File: src/rtl/sclk_pkg.sv
package sclk_pkg;

    localparam logic [7:0] OP_PRESCALE_OFF = 8'h8A;
    localparam logic [7:0] OP_PRESCALE_ON  = 8'h8B;
    localparam logic [7:0] OP_TRI_ON       = 8'h8C;
    localparam logic [7:0] OP_TRI_OFF      = 8'h8D;
    localparam logic [7:0] OP_ADAPT_ON     = 8'h96;
    localparam logic [7:0] OP_ADAPT_OFF    = 8'h97;

    localparam int PRESCALE_RATIO = 5;
    localparam int DIV_W          = 16;

    typedef enum logic [1:0] {
        PH_IDLE,
        PH_SETUP,
        PH_PULSE,
        PH_HOLD
    } phase_t;

    typedef struct packed {
        logic prescale;
        logic tri_phase;
        logic adaptive;
    } mode_t;

    localparam mode_t MODE_RESET = '{prescale: 1'b1, tri_phase: 1'b0, adaptive: 1'b0};

    function automatic mode_t mode_apply(mode_t cur, logic [7:0] op);
        mode_t nxt;
        nxt = cur;
        case (op)
            OP_PRESCALE_OFF: nxt.prescale  = 1'b0;
            OP_PRESCALE_ON:  nxt.prescale  = 1'b1;
            OP_TRI_ON:       nxt.tri_phase = 1'b1;
            OP_TRI_OFF:      nxt.tri_phase = 1'b0;
            OP_ADAPT_ON:     nxt.adaptive  = 1'b1;
            OP_ADAPT_OFF:    nxt.adaptive  = 1'b0;
            default:         nxt = cur;
        endcase
        return nxt;
    endfunction

endpackage

File: src/rtl/sclk_mode_regs.sv
module sclk_mode_regs
    import sclk_pkg::*;
(
    input  logic       clk,
    input  logic       rst,
    input  logic       op_valid,
    input  logic [7:0] op_code,
    output mode_t      mode
);
    mode_t mode_q;

    always_ff @(posedge clk) begin
        if (rst) begin
            mode_q <= MODE_RESET;
        end else if (op_valid) begin
            mode_q <= mode_apply(mode_q, op_code);
        end
    end

    assign mode = mode_q;
endmodule

File: src/rtl/sclk_prescaler.sv
module sclk_prescaler #(
    parameter int RATIO = 5
) (
    input  logic clk,
    input  logic rst,
    input  logic enable,
    output logic tick
);
    localparam int CW = (RATIO > 1) ? $clog2(RATIO) : 1;
    localparam logic [CW-1:0] LAST = CW'(RATIO - 1);

    logic [CW-1:0] cnt_q;

    always_ff @(posedge clk) begin
        if (rst || !enable) begin
            cnt_q <= '0;
        end else if (cnt_q == LAST) begin
            cnt_q <= '0;
        end else begin
            cnt_q <= cnt_q + 1'b1;
        end
    end

    assign tick = !enable || (cnt_q == LAST);
endmodule

File: src/rtl/sclk_sync.sv
module sclk_sync #(
    parameter int STAGES = 2
) (
    input  logic clk,
    input  logic rst,
    input  logic d_async,
    output logic q_sync
);
    logic [STAGES-1:0] sr_q;

    generate
        for (genvar i = 0; i < STAGES; i++) begin : g_stage
            if (i == 0) begin : g_first
                always_ff @(posedge clk) begin
                    if (rst) sr_q[0] <= 1'b0;
                    else     sr_q[0] <= d_async;
                end
            end else begin : g_next
                always_ff @(posedge clk) begin
                    if (rst) sr_q[i] <= 1'b0;
                    else     sr_q[i] <= sr_q[i-1];
                end
            end
        end
    endgenerate

    assign q_sync = sr_q[STAGES-1];
endmodule

File: src/rtl/sclk_phase_fsm.sv
module sclk_phase_fsm
    import sclk_pkg::*;
#(
    parameter int DW = DIV_W
) (
    input  logic          clk,
    input  logic          rst,
    input  logic          tick,
    input  logic          tri_phase,
    input  logic          adaptive,
    input  logic          rtck_s,
    input  logic          shift_req,
    input  logic [DW-1:0] divisor,
    output logic          sclk,
    output logic          setup_stb,
    output logic          hold_stb,
    output logic          bit_done
);
    phase_t        phase_q;
    logic [DW-1:0] cnt_q;
    logic          sclk_q;
    logic          setup_q, hold_q, done_q;

    logic ack_ok, cnt_done, phase_end;

    always_comb begin
        ack_ok    = !adaptive || (rtck_s == sclk_q);
        cnt_done  = (cnt_q >= divisor);
        phase_end = tick && cnt_done && ack_ok;
    end

    always_ff @(posedge clk) begin
        if (rst) begin
            phase_q <= PH_IDLE;
            cnt_q   <= '0;
            sclk_q  <= 1'b0;
            setup_q <= 1'b0;
            hold_q  <= 1'b0;
            done_q  <= 1'b0;
        end else begin
            setup_q <= 1'b0;
            hold_q  <= 1'b0;
            done_q  <= 1'b0;
            if (phase_q == PH_IDLE) begin
                if (shift_req) begin
                    phase_q <= PH_SETUP;
                    cnt_q   <= '0;
                    setup_q <= 1'b1;
                end
            end else if (phase_end) begin
                cnt_q <= '0;
                case (phase_q)
                    PH_SETUP: begin
                        phase_q <= PH_PULSE;
                        sclk_q  <= 1'b1;
                    end
                    PH_PULSE: begin
                        sclk_q <= 1'b0;
                        if (tri_phase) begin
                            phase_q <= PH_HOLD;
                            hold_q  <= 1'b1;
                        end else begin
                            phase_q <= PH_IDLE;
                            done_q  <= 1'b1;
                        end
                    end
                    default: begin
                        phase_q <= PH_IDLE;
                        done_q  <= 1'b1;
                    end
                endcase
            end else if (tick && !cnt_done) begin
                cnt_q <= cnt_q + 1'b1;
            end
        end
    end

    assign sclk      = sclk_q;
    assign setup_stb = setup_q;
    assign hold_stb  = hold_q;
    assign bit_done  = done_q;
endmodule

File: src/rtl/sclk_phase_gen.sv
module sclk_phase_gen
    import sclk_pkg::*;
#(
    parameter int DW       = DIV_W,
    parameter int RATIO    = PRESCALE_RATIO,
    parameter int SYNC_STG = 2
) (
    input  logic          clk,
    input  logic          rst,
    input  logic          op_valid,
    input  logic [7:0]    op_code,
    input  logic          shift_req,
    input  logic [DW-1:0] divisor,
    input  logic          rtck_in,
    output logic          sclk_out,
    output logic          setup_stb,
    output logic          hold_stb,
    output logic          bit_done
);
    mode_t mode;
    logic  tick;
    logic  rtck_s;
    logic  adaptive_en;

    sclk_mode_regs u_mode (
        .clk      (clk),
        .rst      (rst),
        .op_valid (op_valid),
        .op_code  (op_code),
        .mode     (mode)
    );

    sclk_prescaler #(.RATIO(RATIO)) u_pre (
        .clk    (clk),
        .rst    (rst),
        .enable (mode.prescale),
        .tick   (tick)
    );

    sclk_sync #(.STAGES(SYNC_STG)) u_sync (
        .clk     (clk),
        .rst     (rst),
        .d_async (rtck_in),
        .q_sync  (rtck_s)
    );

    assign adaptive_en = mode.adaptive;

    sclk_phase_fsm #(.DW(DW)) u_fsm (
        .clk       (clk),
        .rst       (rst),
        .tick      (tick),
        .tri_phase (mode.tri_phase),
        .adaptive  (adaptive_en),
        .rtck_s    (rtck_s),
        .shift_req (shift_req),
        .divisor   (divisor),
        .sclk      (sclk_out),
        .setup_stb (setup_stb),
        .hold_stb  (hold_stb),
        .bit_done  (bit_done)
    );
endmodule

File: config.mk
export PLATFORM = sky130hd
export DESIGN_NAME = sclk_phase_gen
export DESIGN_NICKNAME = d
export VERILOG_FILES = /design/src/rtl/sclk_pkg.sv /design/src/rtl/sclk_mode_regs.sv /design/src/rtl/sclk_prescaler.sv /design/src/rtl/sclk_sync.sv /design/src/rtl/sclk_phase_fsm.sv /design/src/rtl/sclk_phase_gen.sv
export SDC_FILE = /design/constraint.sdc
export NUM_CORES = 1
export LEC_CHECK = 0
export ABC_AREA = 1
export CAP_MARGIN = 25
export CORE_MARGIN = 4
export CORE_UTILIZATION = 45
export DETAILED_ROUTE_END_ITERATION = 8
export GPL_TIMING_DRIVEN = 0
export PLACE_DENSITY_LB_ADDON = 0.2
export REMOVE_ABC_BUFFERS = 1
export SLEW_MARGIN = 5
export SYNTH_ARGS = -nofsm -noshare
export SYNTH_HDL_FRONTEND = slang
export SYNTH_SLANG_ARGS = --single-unit
File: constraint.sdc
create_clock -name clk -period 1.95 [get_ports clk]
set_clock_uncertainty 0.15 [all_clocks]
set_input_delay 0.195 -clock clk [delete_from_list [all_inputs] [get_ports clk]]
set_output_delay 0.195 -clock clk [all_outputs]
set_load 0.01 [all_outputs]
==> qor.txt, run 1 <==
largest family of logic cells by synthesized area -> simple AND/OR/NAND/NOR gates
initial core utilization -> 46.5%
num rows -> 25
IO Count -> 33
Core Box Area -> 4720 sq um
cell area after synthesis -> 2190 sq um
sinks on the clock net -> 30
latest clock arrival within the worst-skew pair -> 290 ps
number of instances in the placed design -> 405
root buffer selected by CTS -> sky130_fd_sc_hd__clkbuf_8
per-instance average area after synthesis -> 7.03 sq um
status -> finished with violations
global-route wire length before repair -> 9100 um
Routed wire per std cell -> 13.2 um
Via-to-Cell Ratio -> 5.16
Detailed Routing Iterations Pass 1 -> 5
share of the synthesized netlist area taken by xor and xnor gates -> 6.39%
CTS Buffer Depth -> 2
final hold violation count -> 0
DIE HEIGHT -> 77.8 um
VDD IR max -> 0.424 mV
Critical Path Sink Type -> flop
largest net degree at the start of global routing -> 19
final estimated routing congestion in global placement -> 0.876
DRC Markers -> 0
Post-Route Setup TNS -> -323 ps
simple logic cell fraction of the synthesized area -> 33.9%
proportion of synthesized area in mux cells -> 0%
clock slew at reported path FFs -> 70 ps
H-Tree Depth -> 2
number of pins exceeding their max-slew limit in the final report -> 0
TritonCTS clock tree -> done
biggest cell delay along the critical path -> 390 ps
origin of the critical flop-to-flop path -> u_fsm.cnt_q[13]
Fmax achieved -> 494 MHz
remaining max-slew budget at the tightest pin -> 61.2%
hold path cells -> 2
most used cell, CP -> sky130_fd_sc_hd__a21oi_1
reg-to-reg critical path endpoint -> u_fsm.cnt_q[5]
violations in the final reports -> setup timing
number of nets in the layout -> 414
Adder-Cell Fraction of Synth Area -> 12.5%
R2R depth -> 10
sequential cell area -> 621 sq um
port bufs -> 32
worst hold slack -> 257 ps
Period minus WS final -> 2030 ps
Total Routed Length -> 5690 um
Pleak -> 1.39 nW
Die Wd -> 77.8 um
Hold Buf Count CTS -> 0
number of vias in the routed layout -> 2220
detailed placement HPWL -> 3480 um
number of distinct library cell variants in the gate-level netlist after synthesis -> 30
Max Cap Viol -> 0
vias in the first global route -> 2113
overall fraction of global-route tracks in use -> 18.3%
number of failing setup endpoints in the final timing report -> 9
final non-filler cell total -> 430
hold crit path type -> flop to flop
CP Launch Type -> flop
antenna violations before repair -> 0
overall power consumption -> 1.68 mW
total of fill cells in the finished design -> 406
worst slew pin tran -> 580 ps
DIE AREA -> 6060 sq um
proportion of synthesized chip area in sequential cells -> 27.4%
Antenna Diode Count -> 0
#FFs+latches synth -> 30
number of cells produced by synthesis -> 312
Cell Chain, Critical Path -> ha_1 -> a21oi_1 -> o21ai_2 -> a21oi_2 -> buf_6 -> nand3b_4 -> buf_4 -> nor2_2 -> nand2_1 -> a21oi_1
core utilization of the finished layout -> 65.2%
CTS Buf Count -> 5
category of the most critical setup path -> flop to flop
violation count after the first detailed-route iteration -> 179
minimum setup slack in the final design -> -75.5 ps
layout-stage area growth over the synthesis result -> 40.4%
crit-path max FO -> 5
complex-gate fraction of the synthesized area -> 8.10%
fraction of layout instances using a drive strength above 1 -> 25.3%
Final ANT Viol Nets -> 0
worst reg-to-reg setup slack -> -80 ps
endpoint with the worst hold slack -> u_sync.q_sync
unrepaired setup endpoints after global routing -> yes
share of the clock period used by the worst path after layout -> 104%
CP Data Required Time -> 2010 ps
library cell contributing the largest single delay on the critical path -> sky130_fd_sc_hd__dfxtp_2
total global routing overflow -> 0
power density of the placed cells -> 544 nW/um^2
total area of multi-input combinational cells -> 1590 sq um
CP Data Arrival Time -> 2080 ps
Hold Startpoint -> u_sync.sr_q[0]
number of warning messages in the yosys log -> 0
-- metal layers --
layer | global-route usage (%) | share of wire, %
met1 | 21.8 | 41
met2 | 32.7 | 50
met3 | 3.36 | 6.5
met4 | 6.41 | 2.4
met5 | 0 | 0
-- stage by stage --
stage / area (sq um) / worst slack (ps)
after global routing: 3080 / -194
after CTS: 2870 / -27.5
after floorplan: 2130 / -66.7
final: 3080 / -75.5
after global placement: 2540 / -755
after detailed placement: 2540 / -771
-- synth_stat cells --
master	n	area, sq um
sky130_fd_sc_hd__xnor2_1	4	35.0
sky130_fd_sc_hd__a31oi_4	1	21.3
sky130_fd_sc_hd__inv_1	47	176
sky130_fd_sc_hd__a21oi_1	17	85.1
sky130_fd_sc_hd__nand3_1	9	45.0
sky130_fd_sc_hd__or2_1	1	6.26
sky130_fd_sc_hd__nand2_1	55	206
sky130_fd_sc_hd__nor3_1	4	20.0
sky130_fd_sc_hd__xor2_1	12	105
sky130_fd_sc_hd__a21oi_2	2	17.5
sky130_fd_sc_hd__o21a_1	1	7.51
sky130_fd_sc_hd__nor2_2	1	6.26
sky130_fd_sc_hd__ha_1	22	275
sky130_fd_sc_hd__nand2_2	3	18.8
sky130_fd_sc_hd__o21ai_0	6	30.0
sky130_fd_sc_hd__or2_2	2	12.5
sky130_fd_sc_hd__nor4_1	2	12.5
sky130_fd_sc_hd__buf_2	1	5.00
sky130_fd_sc_hd__nand3_4	1	17.5
sky130_fd_sc_hd__nand3_2	1	10.0
sky130_fd_sc_hd__nor2_1	49	184
sky130_fd_sc_hd__a31oi_1	1	6.26
sky130_fd_sc_hd__nor3_2	4	40.0
sky130_fd_sc_hd__dfxtp_1	30	601
sky130_fd_sc_hd__nand2_4	2	22.5
sky130_fd_sc_hd__nand4_1	21	131
sky130_fd_sc_hd__inv_2	5	18.8
sky130_fd_sc_hd__o21ai_1	2	10.0
sky130_fd_sc_hd__buf_6	5	56.3
sky130_fd_sc_hd__nand3b_2	1	11.3
-- repair_timing --
item | 4_1_cts | 5_1_grt
gates cloned | 2 | 1
gates resized for setup | 39 | 34
buffers inserted | 9 | 6
pin swaps | 7 | 17
endpoints found under the setup margin | 21 | 21
-- cells in the final DEF, fill, tap and decap left out, types with 2 or more instances in the layout --
cell and count:
sky130_fd_sc_hd__a21oi_1 14, sky130_fd_sc_hd__a21oi_2 5, sky130_fd_sc_hd__buf_4 11, sky130_fd_sc_hd__buf_6 3
sky130_fd_sc_hd__clkbuf_8 6, sky130_fd_sc_hd__clkdlybuf4s50_1 22, sky130_fd_sc_hd__dfxtp_1 20, sky130_fd_sc_hd__dfxtp_2 7
sky130_fd_sc_hd__dfxtp_4 3, sky130_fd_sc_hd__dlygate4sd2_1 8, sky130_fd_sc_hd__dlymetal6s2s_1 2, sky130_fd_sc_hd__ha_1 13
sky130_fd_sc_hd__ha_4 8, sky130_fd_sc_hd__inv_1 43, sky130_fd_sc_hd__inv_2 7, sky130_fd_sc_hd__nand2_1 48
sky130_fd_sc_hd__nand2_2 7, sky130_fd_sc_hd__nand2_4 5, sky130_fd_sc_hd__nand3_1 9, sky130_fd_sc_hd__nand3_4 2
sky130_fd_sc_hd__nand3b_4 3, sky130_fd_sc_hd__nand4_1 21, sky130_fd_sc_hd__nor2_1 43, sky130_fd_sc_hd__nor2_2 7
sky130_fd_sc_hd__nor3_1 3, sky130_fd_sc_hd__nor3_2 4, sky130_fd_sc_hd__nor4_1 2, sky130_fd_sc_hd__o21ai_0 4
sky130_fd_sc_hd__o21ai_2 3, sky130_fd_sc_hd__or2_2 2, sky130_fd_sc_hd__xnor2_1 4, sky130_fd_sc_hd__xor2_1 11
-- worst max-delay path by stage --
stage                          startpoint  cells after the start          endpoint  slack (ps)
after floorplan           u_fsm.cnt_q[11]                      9   u_fsm.cnt_q[15]         -70
after global placement         divisor[9]                     11   u_fsm.cnt_q[15]        -760
after detailed placement      divisor[11]                     11    u_fsm.cnt_q[9]        -770
after CTS                  u_fsm.cnt_q[2]                     14  u_fsm.phase_q[1]         -30
after global routing          divisor[15]                     13    u_fsm.cnt_q[3]        -190
final                     u_fsm.cnt_q[13]                     10    u_fsm.cnt_q[5]         -80
-- critical path, delay by kind of cell (launching register included) --
family,cells,cell delay [ps]
AO/OA/AOI/OAI,4,520
flip-flops,1,390
buffers and inverters,2,310
AND/OR/NAND/NOR,3,300
adder cells (fa/ha/maj),1,260
-- final cells by class --
| cell class | instances | area share (%) |
|---|---|---|
| repair buffers | 48 | 15.5 |
| inverters | 52 | 6.58 |
| multi-input cells | 226 | 51.4 |
| clock buffers | 6 | 2.68 |
| clock inverters | 1 | 0.974 |
| flip-flops and latches | 30 | 20.1 |
| well taps | 67 | 2.72 |
-- flip-flops by register name (all words and copies together) (netlist names) --
register / count
u_pre.cnt_q: 3
u_fsm.sclk: 1
u_sync.q_sync: 1
u_mode.mode: 3
u_fsm.setup_stb: 1
u_fsm.phase_q: 2
u_fsm.bit_done: 1
u_fsm.hold_stb: 1
u_fsm.cnt_q: 16
u_sync.sr_q: 1
-- kinds of logic after synthesis --
logic type	Yosys count
buffers and inverters	58
AOI/OAI and AO/OA	30
adders and majority gates	22
DFF	30
xor gates and xnor gates	16
and+or+nand+nor	156
-- report_power, final --
group / switching [mW] / internal [mW]
registers: 0.0246 / 0.639
clock network: 0.246 / 0.409
logic: 0.194 / 0.163
total: 0.465 / 1.21
Power figures use the tool's default switching activity.
==> run 2: changes to the inputs <==
- CORE_UTILIZATION: 45 -> 35
==> qor.txt, run 2 (same netlist as run 1, synthesis figures left out) <==
status -> finished with violations
violations in the final reports -> setup timing
Period minus WS final -> 1960 ps
DRC Markers -> 0
overall power consumption -> 1.55 mW
CTS Buf Count -> 5
fraction of layout instances using a drive strength above 1 -> 27.4%
worst slack at placement -> -781 ps
Routed wire per std cell -> 12.1 um
final estimated routing congestion in global placement -> 0.835
TritonCTS clock tree -> done
reg-to-reg critical path endpoint -> u_fsm.cnt_q[6]
CP Data Required Time -> 2030 ps
IO Count -> 33
antenna violations before repair -> 0
total area of multi-input combinational cells -> 1600 sq um
violation count after the first detailed-route iteration -> 110
crit-path max FO -> 8
Max Cap Viol -> 0
VDD IR max -> 0.338 mV
Die Wd -> 87.2 um
origin of the critical flop-to-flop path -> u_fsm.cnt_q[8]
worst slew pin tran -> 632 ps
power density of the placed cells -> 508 nW/um^2
sequential cell area -> 621 sq um
R2R depth -> 10
core utilization of the finished layout -> 51.0%
Pleak -> 1.32 nW
Antenna Diode Count -> 0
Fmax achieved -> 510 MHz
total of fill cells in the finished design -> 610
num rows -> 28
unrepaired setup endpoints after global routing -> yes
final hold violation count -> 0
category of the most critical setup path -> primary input to flop
remaining max-slew budget at the tightest pin -> 57.7%
CP Launch Type -> primary input
port bufs -> 32
DIE HEIGHT -> 87.2 um
H-Tree Depth -> 2
latest clock arrival within the worst-skew pair -> 290 ps
Total Routed Length -> 5270 um
root buffer selected by CTS -> sky130_fd_sc_hd__clkbuf_8
CTS Buffer Depth -> 2
top library cells by usage in the layout, fill and taps aside -> sky130_fd_sc_hd__nand2_1 (48), sky130_fd_sc_hd__nor2_1 (45), sky130_fd_sc_hd__inv_1 (39)
CP Data Arrival Time -> 2040 ps
Final ANT Viol Nets -> 0
number of pins exceeding their max-slew limit in the final report -> 0
detailed placement HPWL -> 3640 um
Detailed Routing Iterations Pass 1 -> 4
worst reg-to-reg setup slack -> 20 ps
number of failing setup endpoints in the final timing report -> 8
Critical Path Sink Type -> flop
clock slew at reported path FFs -> 70 ps
Crit. Startpoint -> divisor[15]
share of the clock period used by the worst path after layout -> 101%
Via-to-Cell Ratio -> 4.89
vias in the first global route -> 1991
most common library cell in the layout ignoring fill and taps -> sky130_fd_sc_hd__nand2_1
sinks on the clock net -> 30
number of nets in the layout -> 411
initial core utilization -> 36.6%
total global routing overflow -> 0
minimum setup slack in the final design -> -11.1 ps
DIE AREA -> 7600 sq um
largest net degree at the start of global routing -> 19
number of vias in the routed layout -> 2133
global-route wire length before repair -> 8800 um
overall fraction of global-route tracks in use -> 14.5%
layout-stage area growth over the synthesis result -> 39.2%
Core Box Area -> 5990 sq um
hold crit path type -> flop to flop
register with the most flip-flops -> u_fsm.cnt_q
flip-flop count of the largest register after layout -> 16
worst setup path endpoint -> u_fsm.cnt_q[6]
-- run 2: cell types whose count changed in the layout (fill, tap and decap cells not counted), sizes merged --
cell	before	now
dlygate4sd2	8	5
dlymetal6s2s	2	0
bufinv	1	0
buf	15	14
clkinv	0	1
clkdlybuf4s50	22	27
nand3b	3	2
-- run 2: timing repair --
action,in CTS,in global routing
hold buffers,0,0
cloned,1,0
setup buffers,10,4
gates resized for setup,54,24
setup endpoints to repair,21,21
pin swaps,31,17
-- run 2: layout make-up --
cell class,count,share of cell area (%)
flip-flops and latches,30,20.3
clock inverters,1,0.164
inverters,52,6.63
clock buffers,7,2.83
multi-input cells,225,52.4
repair buffers,46,14.6
well taps,75,3.07
-- run 2: how the worst min path moves through the flow --
stage,start,to,depth (start not counted)
after detailed placement,u_sync.sr_q[0],u_sync.q_sync,2
after floorplan,rst,u_fsm.cnt_q[14],1
after global placement,u_sync.sr_q[0],u_sync.q_sync,2
final,u_sync.sr_q[0],u_sync.q_sync,2
after global routing,u_sync.sr_q[0],u_sync.q_sync,2
after CTS,u_sync.sr_q[0],u_sync.q_sync,2
-- run 2: where the power goes --
part	total [mW]	internal (mW)	switching [mW]
Clock	0.530	0.284	0.245
Sequential	0.667	0.641	0.0268
Combinational	0.354	0.166	0.188
-- run 2: per-layer routing --
layer | vias up | share of wire [%] | GRT usage (%)
li1 | 1105 | - | -
met1 | 970 | 44 | 18.0
met2 | 48 | 48 | 23.7
met3 | 10 | 6.0 | 4.26
met4 | 0 | 1.7 | 5.58
met5 | - | 0 | 0
-- run 2: metrics by stage --
| step | std cells | hold WS [ps] | instance area (sq um) | setup TNS (ps) |
|---|---|---|---|---|
| 3_5_place_dp | 413 | 247 | 2550 | -13650 |
| 2_1_floorplan | 306 | 107 | 2130 | -426 |
| 5_1_grt | 436 | 266 | 3060 | -2160 |
| 6_report | 436 | 254 | 3060 | -38.1 |
| 4_1_cts | 432 | 256 | 2920 | -550 |
| 3_3_place_gp | 413 | 248 | 2550 | -13590 |
-- run 2: critical path, stage by stage --
cell                              delay [ps]
sky130_fd_sc_hd__clkdlybuf4s50_1         450
sky130_fd_sc_hd__inv_1                    60
sky130_fd_sc_hd__ha_4                    270
sky130_fd_sc_hd__nand2_2                  80
sky130_fd_sc_hd__nor3_4                  240
sky130_fd_sc_hd__nand2_4                 100
sky130_fd_sc_hd__nand2_4                  90
sky130_fd_sc_hd__nand3_4                 140
sky130_fd_sc_hd__buf_12                  180
sky130_fd_sc_hd__nand4_1                  70
sky130_fd_sc_hd__nand2_1                  60
sky130_fd_sc_hd__nor2_1                  100
